## src/rtl/trap_pkg.sv

```systemverilog
package trap_pkg;
  localparam int unsigned PC_W       = 24;
  localparam int unsigned WORD_W     = 16;
  localparam int unsigned CCR_W      = 8;
  localparam int unsigned VEC_W      = 2;
  localparam int unsigned CCR_I_BIT  = 7;
  localparam int unsigned CCR_UI_BIT = 6;
  localparam int unsigned VEC_OFS    = 8;
  localparam int unsigned ENTRY_B    = 4;

  typedef enum logic [2:0] {
    ST_IDLE,
    ST_PUSH_HI,
    ST_PUSH_LO,
    ST_VEC_HI,
    ST_VEC_LO,
    ST_DONE,
    ST_ERR
  } trap_state_e;
endpackage

```

## src/rtl/trap_mask_upd.sv

```systemverilog
module trap_mask_upd
  import trap_pkg::*;
(
  input  logic [CCR_W-1:0] ccr_i,
  input  logic             user_en_i,
  output logic [CCR_W-1:0] ccr_o
);
  always_comb begin
    ccr_o = ccr_i;
    ccr_o[CCR_I_BIT] = 1'b1;
    if (!user_en_i) ccr_o[CCR_UI_BIT] = 1'b1;
  end
endmodule

```

## src/rtl/trap_frame_gen.sv

```systemverilog
module trap_frame_gen
  import trap_pkg::*;
#(
  parameter int unsigned ADDR_W = 24
) (
  input  logic [ADDR_W-1:0] sp_i,
  input  logic [PC_W-1:0]   pc_i,
  input  logic [CCR_W-1:0]  ccr_i,
  input  logic              slot_i,   // 0: upper frame word, 1: lower
  output logic [ADDR_W-1:0] addr_o,
  output logic [WORD_W-1:0] data_o
);
  localparam int unsigned FRAME_B = (CCR_W + PC_W) / 8;
  localparam int unsigned WORD_B  = WORD_W / 8;

  always_comb begin
    if (slot_i) begin
      addr_o = sp_i - ADDR_W'(FRAME_B - WORD_B);
      data_o = pc_i[WORD_W-1:0];
    end else begin
      addr_o = sp_i - ADDR_W'(FRAME_B);
      data_o = {ccr_i, pc_i[PC_W-1:WORD_W]};
    end
  end
endmodule

```

## src/rtl/trap_vec_gen.sv

```systemverilog
module trap_vec_gen
  import trap_pkg::*;
#(
  parameter int unsigned ADDR_W   = 24,
  parameter logic [ADDR_W-1:0] VEC_BASE = '0
) (
  input  logic [VEC_W-1:0]  vec_i,
  input  logic              half_i,
  output logic [ADDR_W-1:0] addr_o
);
  localparam int unsigned WORD_B = WORD_W / 8;
  logic [ADDR_W-1:0] entry;

  assign entry  = VEC_BASE + ADDR_W'((VEC_OFS + 32'(vec_i)) * ENTRY_B);
  assign addr_o = half_i ? entry + ADDR_W'(WORD_B) : entry;
endmodule

```

## src/rtl/trap_seq.sv

```systemverilog
module trap_seq
  import trap_pkg::*;
#(
  parameter int unsigned ADDR_W = 24,
  parameter logic [ADDR_W-1:0] VEC_BASE = '0
) (
  input  logic              clk_i,
  input  logic              rst_ni,
  input  logic              req_i,
  input  logic [1:0]        vec_i,
  input  logic [23:0]       ret_pc_i,
  input  logic [7:0]        ccr_i,
  input  logic              user_en_i,
  input  logic [ADDR_W-1:0] sp_i,
  output logic              busy_o,
  output logic              done_o,
  output logic              err_o,
  output logic [23:0]       new_pc_o,
  output logic [ADDR_W-1:0] new_sp_o,
  output logic [7:0]        new_ccr_o,
  output logic              mem_req_o,
  output logic              mem_we_o,
  output logic [ADDR_W-1:0] mem_addr_o,
  output logic [15:0]       mem_wdata_o,
  input  logic [15:0]       mem_rdata_i,
  input  logic              mem_rdy_i
);
  localparam int unsigned HI_W    = PC_W - WORD_W;
  localparam int unsigned FRAME_B = (CCR_W + PC_W) / 8;

  trap_state_e       state_q, state_d;
  logic [ADDR_W-1:0] sp_q;
  logic [PC_W-1:0]   pc_q;
  logic [CCR_W-1:0]  ccr_q;
  logic              ue_q;
  logic [VEC_W-1:0]  vec_q;
  logic [HI_W-1:0]   vhi_q;
  logic [PC_W-1:0]   new_pc_q;
  logic [ADDR_W-1:0] new_sp_q;
  logic [CCR_W-1:0]  new_ccr_q;

  logic              accept, hs;
  logic [ADDR_W-1:0] frame_addr, vec_addr;
  logic [WORD_W-1:0] frame_data;
  logic [CCR_W-1:0]  masked_ccr;
  logic              unused_rdata_hi;

  assign unused_rdata_hi = ^mem_rdata_i[WORD_W-1:HI_W];

  assign accept = (state_q == ST_IDLE) && req_i;
  assign hs     = mem_req_o && mem_rdy_i;

  trap_frame_gen #(.ADDR_W(ADDR_W)) i_frame (
    .sp_i   (sp_q),
    .pc_i   (pc_q),
    .ccr_i  (ccr_q),
    .slot_i (state_q == ST_PUSH_LO),
    .addr_o (frame_addr),
    .data_o (frame_data)
  );

  trap_vec_gen #(.ADDR_W(ADDR_W), .VEC_BASE(VEC_BASE)) i_vec (
    .vec_i  (vec_q),
    .half_i (state_q == ST_VEC_LO),
    .addr_o (vec_addr)
  );

  trap_mask_upd i_mask (
    .ccr_i     (ccr_q),
    .user_en_i (ue_q),
    .ccr_o     (masked_ccr)
  );

  always_comb begin
    state_d = state_q;
    unique case (state_q)
      ST_IDLE:    if (req_i) state_d = sp_i[0] ? ST_ERR : ST_PUSH_HI;
      ST_PUSH_HI: if (hs) state_d = ST_PUSH_LO;
      ST_PUSH_LO: if (hs) state_d = ST_VEC_HI;
      ST_VEC_HI:  if (hs) state_d = ST_VEC_LO;
      ST_VEC_LO:  if (hs) state_d = ST_DONE;
      ST_DONE:    state_d = ST_IDLE;
      ST_ERR:     state_d = ST_IDLE;
      default:    state_d = ST_IDLE;
    endcase
  end

  always_ff @(posedge clk_i or negedge rst_ni) begin
    if (!rst_ni) begin
      state_q   <= ST_IDLE;
      sp_q      <= '0;
      pc_q      <= '0;
      ccr_q     <= '0;
      ue_q      <= 1'b0;
      vec_q     <= '0;
      vhi_q     <= '0;
      new_pc_q  <= '0;
      new_sp_q  <= '0;
      new_ccr_q <= '0;
    end else begin
      state_q <= state_d;
      if (accept) begin
        sp_q  <= sp_i;
        pc_q  <= ret_pc_i;
        ccr_q <= ccr_i;
        ue_q  <= user_en_i;
        vec_q <= vec_i;
      end
      if (hs && state_q == ST_VEC_HI) vhi_q <= mem_rdata_i[HI_W-1:0];
      if (hs && state_q == ST_VEC_LO) begin
        new_pc_q  <= {vhi_q, mem_rdata_i};
        new_sp_q  <= sp_q - ADDR_W'(FRAME_B);
        new_ccr_q <= masked_ccr;
      end
    end
  end

  assign busy_o      = (state_q != ST_IDLE);
  assign done_o      = (state_q == ST_DONE);
  assign err_o       = (state_q == ST_ERR);
  assign mem_we_o    = (state_q == ST_PUSH_HI) || (state_q == ST_PUSH_LO);
  assign mem_req_o   = mem_we_o || (state_q == ST_VEC_HI) || (state_q == ST_VEC_LO);
  assign mem_addr_o  = mem_we_o ? frame_addr : vec_addr;
  assign mem_wdata_o = mem_we_o ? frame_data : '0;
  assign new_pc_o    = new_pc_q;
  assign new_sp_o    = new_sp_q;
  assign new_ccr_o   = new_ccr_q;


  req_hold_chk: assert property (@(posedge clk_i) disable iff (!rst_ni)
    (mem_req_o && !mem_rdy_i) |=> (mem_req_o && $stable(mem_addr_o) &&
                                   $stable(mem_we_o) && $stable(mem_wdata_o)));


  even_wr_chk: assert property (@(posedge clk_i) disable iff (!rst_ni)
    (mem_req_o && mem_we_o) |-> !mem_addr_o[0]);


  odd_sp_err_chk: assert property (@(posedge clk_i) disable iff (!rst_ni)
    (!busy_o && req_i && sp_i[0]) |=> (err_o && !mem_req_o));


  done_pulse_chk: assert property (@(posedge clk_i) disable iff (!rst_ni)
    done_o |=> (!done_o && !busy_o));


  busy_hold_chk: assert property (@(posedge clk_i) disable iff (!rst_ni)
    (busy_o && !done_o && !err_o) |=> busy_o);


  mask_set_chk: assert property (@(posedge clk_i) disable iff (!rst_ni)
    done_o |-> (new_ccr_o[CCR_I_BIT] && (ue_q || new_ccr_o[CCR_UI_BIT])));
endmodule

```

## config.mk

```make
export PLATFORM = sky130hd
export DESIGN_NAME = trap_seq
export DESIGN_NICKNAME = d
export VERILOG_FILES = /design/src/rtl/trap_pkg.sv /design/src/rtl/trap_mask_upd.sv /design/src/rtl/trap_frame_gen.sv /design/src/rtl/trap_vec_gen.sv /design/src/rtl/trap_seq.sv
export SDC_FILE = /design/constraint.sdc
export NUM_CORES = 1
export LEC_CHECK = 0
export ABC_AREA = 1
export BUFFER_PORTS_ARGS = -buffer_cell sky130_fd_sc_hd__buf_2
export CAP_MARGIN = 25
export CORE_MARGIN = 2
export CORE_UTILIZATION = 54
export DETAILED_ROUTE_END_ITERATION = 8
export GPL_TIMING_DRIVEN = 1
export PLACE_DENSITY = 0.81
export SLEW_MARGIN = 10
export SYNTH_ARGS = -nofsm -noshare
export SYNTH_HDL_FRONTEND = slang
export SYNTH_HIERARCHICAL = 1
export SYNTH_SLANG_ARGS = --single-unit
```

## constraint.sdc

```tcl
create_clock -name clk_i -period 2.8 [get_ports clk_i]
set_input_delay 0.84 -clock clk_i [delete_from_list [all_inputs] [get_ports clk_i]]
set_output_delay 0.84 -clock clk_i [all_outputs]
set_load 0.005 [all_outputs]
```

== Yosys cells after proc, flatten, opt, wreduce, memory -nomap -nowiden ==
Cells that the tools add are included.

* Add/sub/neg operators: 4
* Equal/unequal tests: 11
* Multiplexer cells: 13
* Reduce and logical (&&, ||, !) cells: 10

{| class="wikitable"
|+ Operators by type and width
! kind !! count
|-
| 24-bit two-way mux || 3
|-
| 16-bit two-way mux || 2
|-
| 24-bit by 2-bit adder with 24-bit output, second input constant || 1
|-
| 24-bit by 2-bit subtractor with 24-bit output, second input constant || 1
|-
| 24-bit by 3-bit subtractor with 24-bit output, second input constant || 1
|-
| 3-bit two-way mux || 6
|-
| 3-bit one-hot mux with 5 select lines || 1
|-
| 2-bit != test, second input constant || 5
|-
| 3-bit == test, second input constant || 3
|-
| 3-bit by 2-bit == test with 1-bit output, second input constant || 2
|-
| 4-bit by 2-bit adder with 5-bit output, first input constant || 1
|-
| 5-bit AND reduction || 1
|-
| 1-bit logical AND || 4
|-
| 3-bit by 1-bit == test with 1-bit output, second input constant || 1
|-
| 3-bit logical NOT || 1
|-
| 1-bit logical OR || 3
|-
| 3-bit nonzero test || 1
|-
| 1-bit two-way mux || 1
|}

* Flip-flop bits (word level): 126
* Input port bits: 79
* Output and inout bits: 101
* Logic and storage cells: 48

== Depth between registers and ports, before layout ==
Gate-level depths: netlist of the first run.

* Word-level depth: 7
* Depth in mapped cells: 13
* Mapped depth without buffers: 13

== Hierarchy ==
Netlist of the first run, hierarchy kept.

{| class="wikitable"
|+ By module, submodules not included
! module !! instances !! cells each !! area an instance (um^2) !! sequential area each (um^2)
|-
| trap_seq || 1 || 750 || 5774.3 || 3153.0
|-
| trap_frame_gen || 1 || 204 || 914.6 || 0.0
|-
| trap_vec_gen || 1 || 26 || 187.7 || 0.0
|-
| trap_mask_upd || 1 || 10 || 63.8 || 0.0
|}

== Worst setup path after synthesis of the first run ==
OpenSTA, ideal clock, no wires.

* Path kind: register -> output
* Start point: reg state_q[0]
* End point: out mem_addr_o[21]
* Data arrival time: 1.586 ns
* Required time: 1.960 ns
* Setup slack: 0.374 ns
* Cell stages (with the launch flop): 13
* Buffers on the path: 0
* Cells stage by stage: dfrtp_1 inv_1 nand2_1 nor2_1 inv_2 o21ai_2 nand2_2 nor2_2 nand2_1 nand2_1 nand2_1 nand2_1 nand2_1

* Longest elaborated chain between the ends: 3
* Elaborated cells between the ends (all ways): 7
* Those cells by class: eq/ne (3); mux (3); reduce/logical (1)

{| class="wikitable"
|+ RTL lines
! element !! line !! source
|-
| start, declared || trap_seq.sv:31 || <nowiki>trap_state_e state_q, state_d;</nowiki>
|-
| start signal, assigned || trap_seq.sv:101 || <nowiki>state_q <= state_d;</nowiki>
|-
| 3-bit by 2-bit == test with 1-bit output || trap_seq.sv:57 || <nowiki>.slot_i (state_q == ST_PUSH_LO),</nowiki>
|-
| 24-bit two-way mux || trap_frame_gen.sv:17 || <nowiki>if (slot_i) begin</nowiki>
|-
| named net frame_addr[21] || trap_seq.sv:43 || <nowiki>logic [ADDR_W-1:0] frame_addr, vec_addr;</nowiki>
|-
| 24-bit two-way mux || trap_seq.sv:123 || <nowiki>assign mem_addr_o = mem_we_o ? frame_addr : vec_addr;</nowiki>
|-
| end, declared || trap_seq.sv:23 || <nowiki>output logic [ADDR_W-1:0] mem_addr_o,</nowiki>
|}

The timed path passes the listed nets, and every way through them passes these cells.

== Final worst setup path of the first run ==
* Start point: reg sp_q[2]
* End point: out mem_addr_o[7]

* Longest elaborated chain between the ends: 3
* Elaborated cells between the ends (all ways): 4
* Those cells by class: add/sub (2); mux (2)

{| class="wikitable"
|+ RTL lines
! element !! line !! source
|-
| start, declared || trap_seq.sv:32 || <nowiki>logic [ADDR_W-1:0] sp_q;</nowiki>
|-
| start signal, assigned || trap_seq.sv:103 || <nowiki>sp_q <= sp_i;</nowiki>
|-
| 24-bit by 3-bit subtractor with 24-bit output / 24-bit by 2-bit subtractor with 24-bit output (equally long branches) || trap_frame_gen.sv:21, trap_frame_gen.sv:18 ||
|-
| 24-bit two-way mux * || trap_frame_gen.sv:17 ||
|-
| named net frame_addr[7] || trap_seq.sv:43 ||
|-
| 24-bit two-way mux * || trap_seq.sv:123 ||
|}

The timed path passes the listed nets; every way through them passes the cells marked *.

==> out/metrics.yaml, run 1 <==
final_layout:
  fin_nets: 1263
  layout_commonest_cell: "nand2_1"
  area.sequential_um2: 3170
  syn_to_final_growth_pct: 27.6
  drive_gt1_frac: 0.265
  multi_input_area_um2: 3260
  num_antenna_cells: 0
  layout_common_cells: "nand2_1 (480), buf_2 (178), dfrtp_1 (112)"
  fillers: 1056
routing:
  wirelength_um: 18600
  route.detailed.drc: 0
  vias_per_cell: 4.90
  num_vias: 6691
  drt_iter0_markers: 543
  ant_nets: 0
  wl_per_cell_um: 13.6
  first_pass_iters: 5
worst_setup_path:
  worstSetupStartpointType: "flip-flop"
  crit_start: "sp_q[2]"
  cp.arrival_ps: 1990
  worst_setup_path_end_kind: "primary output"
  required_ps: 1960
  ff2ff_path_depth: 10
  worst-setup-path-type: "flip-flop to primary output"
  crit_fanout: 6
  regToRegStartpoint: "sp_q[2]"
global_route:
  antenna_found_initial: 0
  grt_use_total: 0.273
  grt_pass1_wl_um: 30100
  grt_max_degree: 55
  overflow: 0
  first_global_vias: 6248
power_and_ir_drop:
  total_power_w: 0.0109
  power.density_nw_per_um2: 1230
  power.leakage_nw: 5.04
  ir_worst_vdd_mv: 0.581
sta:
  fmax_ghz: 0.353
  finClkSkew_ps: 5.08
  slew_violations: 0
  setup_viol: 2
  tns_ps: -45.3
  tightestPinTransition_ps: 698
  finalCriticalPeriod_ps: 2830
  rsz0062_at_grt: "true"
  final.period_utilization: 1.01
  finalHoldViolations: 0
  worst_slack_ps: -32.2
  relSlewSlack: 0.533
yosys:
  synth_edf_count: 0
  synth_top_area_frac: 0.454
  yosysUniqueCellTypes: 28
  yosys-top-cells-area: "dfrtp_1 (45%), nand2_1 (26%), inv_1 (4.3%)"
  async_reset_ff_frac: 1.00
  synth_top_area_cell: "dfrtp_1"
  ys_ff_latch: 126
  synth_area_um2: 6940
  yosysWarnings: 6
  synth_top_flop_cell: "dfrtp_1"
  syn_area_per_cell_um2: 7.01
  yosysSeqAreaShare: 0.454
  synth_cells: 990
clock_network:
  hold_buffers: 0
  insertion_delay_ps: 410
  cts_tree: "yes"
  cts_made_buffers: 17
  root_buffer: "clkbuf_16"
  cts.sinks: 126
  htreeDepth: 4
  clk_pin_slew_ps: 60
  clock_path_buffers: 2
die:
  io-pin-count: 180
  dieHeight_um: 117
  die_x_um: 117
  coreArea_um2: 12600
  rows: 41
  dieArea_um2: 13800
  start_util: 0.552
placement:
  placement.io_buffers: 179
  hpwl_um: 12600
  gp_congestion: 0.900
hold_path:
  min_path_type: "primary input to asynchronous set/reset pin"
flow_run:
  max_cap_viol_count: 0
outcome:
  status: "finished with violations"
  violations: "setup timing"
[what timing repair did]
action / 4_1_cts / 5_1_grt
pin swaps: 7 / 19
endpoints found under the setup margin: 19 / 35
buffers inserted: 8 / 15
gates resized for setup: 32 / 35
[worst paths after layout]
path                            endpoint  slack [ps]
setup / recovery           mem_addr_o[7]         -30
max in group asynchronous       sp_q[11]        1710
setup reg to reg            new_sp_o[18]         690
hold reg to reg             new_pc_o[13]         470
hold / removal              new_pc_o[13]         380
min in group clk_i          new_pc_o[13]         470
[sequential cells by signal (all words and copies together) (netlist names)]
signal / flops
vec_q: 2
sp_q: 24
new_ccr_o: 8
vhi_q: 8
new_pc_o: 24
new_sp_o: 24
pc_q: 24
ccr_q: 8
state_q: 3
ue_q: 1
[power by group]
| part | total [W] | switching [W] | internal (W) |
|---|---|---|---|
| registers | 0.00340 | 0.000713 | 0.00268 |
| logic | 0.00511 | 0.00305 | 0.00205 |
| clock network | 0.00239 | 0.000807 | 0.00159 |
[critical path, stage by stage, from the launching register on]
cell	delay, ps
dfrtp_1	390
inv_2	120
ha_4	160
inv_2	50
o21ai_4	180
nand2_4	120
nor2_2	140
xor2_1	170
nand2_1	70
nand2_1	60
buf_2	110
[stage by stage]
| step | utilization | cells | setup slack, ps | area, µm² | hold WS (ps) |
|---|---|---|---|---|---|
| after floorplan | - | 1009 | 374 | 7010 | 446 |
| after global placement | 0.624 | 1313 | 305 | 7840 | 450 |
| after detailed placement | 0.624 | 1313 | 264 | 7840 | 457 |
| after CTS | 0.689 | 1353 | -31.0 | 8660 | 393 |
| after global routing | 0.705 | 1366 | -137 | 8850 | 414 |
| final | 0.705 | 1366 | -32.2 | 8850 | 385 |
[cells in the mapped netlist (2+ instances only)]
| master | number |
|---|---|
| nand2_2 | 2 |
| dfrtp_1 | 126 |
| nor2_1 | 78 |
| inv_2 | 5 |
| nand4_1 | 9 |
| xor2_1 | 14 |
| o21ai_1 | 20 |
| xnor2_1 | 4 |
| nand3_2 | 3 |
| nor2_4 | 2 |
| buf_6 | 7 |
| nand2_1 | 489 |
| ha_1 | 3 |
| nand3b_1 | 2 |
| nand3_1 | 38 |
| buf_4 | 37 |
| conb_1 | 3 |
| clkbuf_1 | 9 |
| buf_2 | 14 |
| inv_1 | 79 |
| nor2_2 | 6 |
| o21ai_0 | 34 |
[final cells by class]
class / count / share of cell area
multi-input cells: 732 / 0.368
repair buffers: 220 / 0.141
clock inverters: 9 / 0.0175
inverters: 84 / 0.0362
well taps: 172 / 0.0243
clock buffers: 23 / 0.0551
flip-flops and latches: 126 / 0.358
[per-layer routing]
metal / track usage / share of wire / up-vias
met3: 0.0734 / 0.078 / 29
li1: - / - / 3342
met4: 0.0934 / 0.019 / 0
met2: 0.420 / 0.46 / 255
met1: 0.374 / 0.45 / 3065
met5: 0 / 0 / -
[cell families after synthesis]
family | count (synthesis) | share of synthesized area
buffers and inverters | 151 | 0.112
adder cells (fa/ha/maj) | 3 | 0.00541
other | 3 | 0.00162
flip-flops | 126 | 0.454
AND/OR/NAND/NOR | 632 | 0.362
AO/OA/AOI/OAI | 57 | 0.0424
XOR/XNOR | 18 | 0.0227
Power figures use the tool's default switching activity.
==> run 2, diff against run 1 <==
--- a/config.mk
+++ b/config.mk
@@ -7,12 +7,12 @@
 export LEC_CHECK = 0
 export ABC_AREA = 1
 export BUFFER_PORTS_ARGS = -buffer_cell sky130_fd_sc_hd__buf_2
-export CAP_MARGIN = 25
+export CAP_MARGIN = 40
 export CORE_MARGIN = 2
 export CORE_UTILIZATION = 54
 export DETAILED_ROUTE_END_ITERATION = 8
 export GPL_TIMING_DRIVEN = 1
-export PLACE_DENSITY = 0.81
+export PLACE_DENSITY_LB_ADDON = 0.2
 export SLEW_MARGIN = 10
 export SYNTH_ARGS = -nofsm -noshare
 export SYNTH_HDL_FRONTEND = slang
==> constraint.sdc (replaced) <==
create_clock -name clk_i -period 3.1 [get_ports clk_i]
set_input_delay 0.93 -clock clk_i [delete_from_list [all_inputs] [get_ports clk_i]]
set_output_delay 0.93 -clock clk_i [all_outputs]
set_load 0.005 [all_outputs]
==> run 2 against run 1 <==
Against the previous run:
- the run now ends clean
- global-route usage down 0.92 points
- wire length down 6.7%
- clock power down 16%
- clock skew up 3.1 ps
- worst hold slack better by 79 ps
==> out/metrics.yaml, run 2 (synthesized netlist as in run 1, its figures left out) <==
outcome:
  status: "completed"  # was finished with violations
worst_setup_path:
  cp.arrival_ps: 2060  # was 1990 ps
  reg2reg_slack_ps: 1120  # was 690 ps
  regToRegStartpoint: "sp_q[2]"  # unchanged
  r2r_end: "new_sp_o[10]"  # was new_sp_o[18]
  crit_fanout: 7  # was 6
  worst-setup-path-type: "flip-flop to primary output"  # unchanged
  worstSetupStartpointType: "flip-flop"  # unchanged
  required_ps: 2170  # was 1960 ps
  ff2ff_path_depth: 6  # was 10
  worst_setup_path_end_kind: "primary output"  # unchanged
final_layout:
  fin_util: 0.674  # was 0.705
  syn_to_final_growth_pct: 22.0  # was 27.6%
  layout_commonest_cell: "nand2_1"  # unchanged
  area.sequential_um2: 3160  # was 3170 µm²
  fillers: 1116  # was 1,056
  num_antenna_cells: 0  # unchanged
  multi_input_area_um2: 3130  # was 3260 µm²
  drive_gt1_frac: 0.215  # was 0.265
  layout_common_cells: "nand2_1 (488), buf_2 (178), dfrtp_1 (123)"  # was nand2_1 (480), buf_2 (178), dfrtp_1 (112)
  fin_nets: 1237  # was 1,263
power_and_ir_drop:
  p_sw_frac: 0.420  # about the same
  power.switching_w: 0.00385  # was 0.00457 W
  p_clk_frac: 0.218  # was 0.220
  power_frac_seq: 0.336  # was 0.312
  power_frac_comb: 0.445  # was 0.469
  ir_worst_vdd_mv: 0.507  # was 0.581 mV
  internal_power_w: 0.00533  # was 0.00632 W
  power.density_nw_per_um2: 1080  # was 1230 nW/µm²
  total_power_w: 0.00918  # was 0.0109 W
  power.leakage_nw: 4.88  # was 5.04 nW
sta:
  rsz0062_at_grt: "true"  # unchanged
  finClkSkew_ps: 8.18  # was 5.08 ps
  tightestPinTransition_ps: 682  # was 698 ps
  relSlewSlack: 0.543  # was 0.533
  tns_ps: 0  # was -45.3 ps
  worst_slack_ps: 115  # was -32.2 ps
  final.period_utilization: 0.963
  finalCriticalPeriod_ps: 2990
  finalHoldViolations: 0  # unchanged
  fmax_ghz: 0.335
  slew_violations: 0  # unchanged
  setup_viol: 0  # was 2
die:
  dieHeight_um: 117  # unchanged
  dieArea_um2: 13800  # unchanged
  die_x_um: 117  # unchanged
  io-pin-count: 180  # unchanged
  rows: 41  # unchanged
  coreArea_um2: 12600  # unchanged
  start_util: 0.552  # unchanged
global_route:
  antenna_found_initial: 0  # unchanged
  grt_use_total: 0.263  # was 0.273
  grt_pass1_wl_um: 29300  # was 30,100 µm
  first_global_vias: 6130  # was 6,248
  grt_max_degree: 49  # was 55
  overflow: 0  # unchanged
clock_network:
  htreeDepth: 4  # unchanged
  cts_tree: "yes"  # unchanged
  cts_made_buffers: 17  # unchanged
  clock_path_buffers: 2  # unchanged
  hold_buffers: 0  # unchanged
  cts.sinks: 126  # unchanged
  root_buffer: "clkbuf_16"  # unchanged
  clk_pin_slew_ps: 50  # was 60 ps
  insertion_delay_ps: 410  # about the same
routing:
  num_vias: 6498  # was 6,691
  wirelength_um: 17400  # was 18,600 µm
  ant_nets: 0  # unchanged
  vias_per_cell: 4.85  # was 4.90
  drt_iter0_markers: 434  # was 543
  route.detailed.drc: 0  # unchanged
  wl_per_cell_um: 13.0  # was 13.6 µm
  first_pass_iters: 6  # was 5
placement:
  gp_congestion: 0.931  # was 0.900
  hpwl_um: 12300  # was 12,600 µm
  placement.io_buffers: 179  # unchanged
  place_ws_ps: 293  # was 264 ps
hold_path:
  hold_start: "new_pc_o[23]"
  worstHoldPathCells: 2
  worstHoldEndpoint: "new_pc_o[23]"
  min_path_type: "flip-flop to flip-flop"  # was primary input to asynchronous set/reset pin
flow_run:
  max_cap_viol_count: 0  # unchanged
[run 2: cell count changes in the layout (fill, tap and decap cells not counted), moves of 4 or more]
| cell | change |
|---|---|
| clkbuf_1 | +5 |
| nand2_1 | +8 |
| buf_4 | -25 |
| nand2_2 | -7 |
| inv_1 | +4 |
| dfrtp_2 | -11 |
| nor2_1 | +6 |
| dfrtp_1 | +11 |
| nor2_4 | -7 |
[run 2: worst max-delay path: stages (launching register included)]
cell and delay, ps:
dfrtp_2 440, nand2_2 100, nor2_4 160, inv_4 80, o21ai_4 180, inv_1 80, nor2_1 140, nand3_1 100
nand2_1 70, nand2_1 70, nand2_1 60, nand2_1 50, buf_2 120
[run 2: final cells by class]
cell class / count / area share
clock buffer: 27 / 0.0582
clock inverter: 5 / 0.0123
inverter: 84 / 0.0375
multi-input combinational: 732 / 0.370
sequential: 126 / 0.373
tap: 172 / 0.0254
timing repair buffer: 194 / 0.124
[run 2: power by group through the flow]
stage	sequential (W)	combinational (W)	clock, W
final	0.00309	0.00409	0.00201
after global placement	0.00306	0.00389	0
after global routing	0.00319	0.00469	0.00211
after floorplan	0.00294	0.00271	0
after CTS	0.00305	0.00403	0.00203
after detailed placement	0.00307	0.00396	0
[run 2: per-layer routing]
layer | up-vias | wire length (µm) | GRT usage
li1 | 3287 | - | -
met1 | 2953 | 7930 | 0.363
met2 | 234 | 7660 | 0.404
met3 | 24 | 1470 | 0.0715
met4 | 0 | 314 | 0.0904
met5 | - | 0 | 0
[run 2: worst max-delay path by stage]
stage | startpoint | end | slack (ps) | cells after the start
after global routing | sp_q[3] | mem_addr_o[18] | -30 | 11
after CTS | sp_q[2] | mem_addr_o[7] | 20 | 10
final | state_q[1] | mem_addr_o[19] | 110 | 12
after global placement | state_q[0] | mem_addr_o[17] | 350 | 13
after detailed placement | state_q[0] | mem_addr_o[7] | 290 | 11
after floorplan | state_q[0] | mem_addr_o[21] | 580 | 12
[run 2: what timing repair did]
item | CTS | global route
pin swaps | 1 | 1
hold endpoints to repair | 0 | 0
setup endpoints to repair | 7 | 13
buffers inserted | 2 | 1
gates resized for setup | 2 | 16
[run 2: through the flow]
stage          cell area [µm²]  instances  hold WS, ps
2_1_floorplan             7010       1009          446
6_report                  8470       1340          464
4_1_cts                   8410       1339          468
3_3_place_gp              7790       1305          450
5_1_grt                   8470       1340          487
3_5_place_dp              7790       1305          454
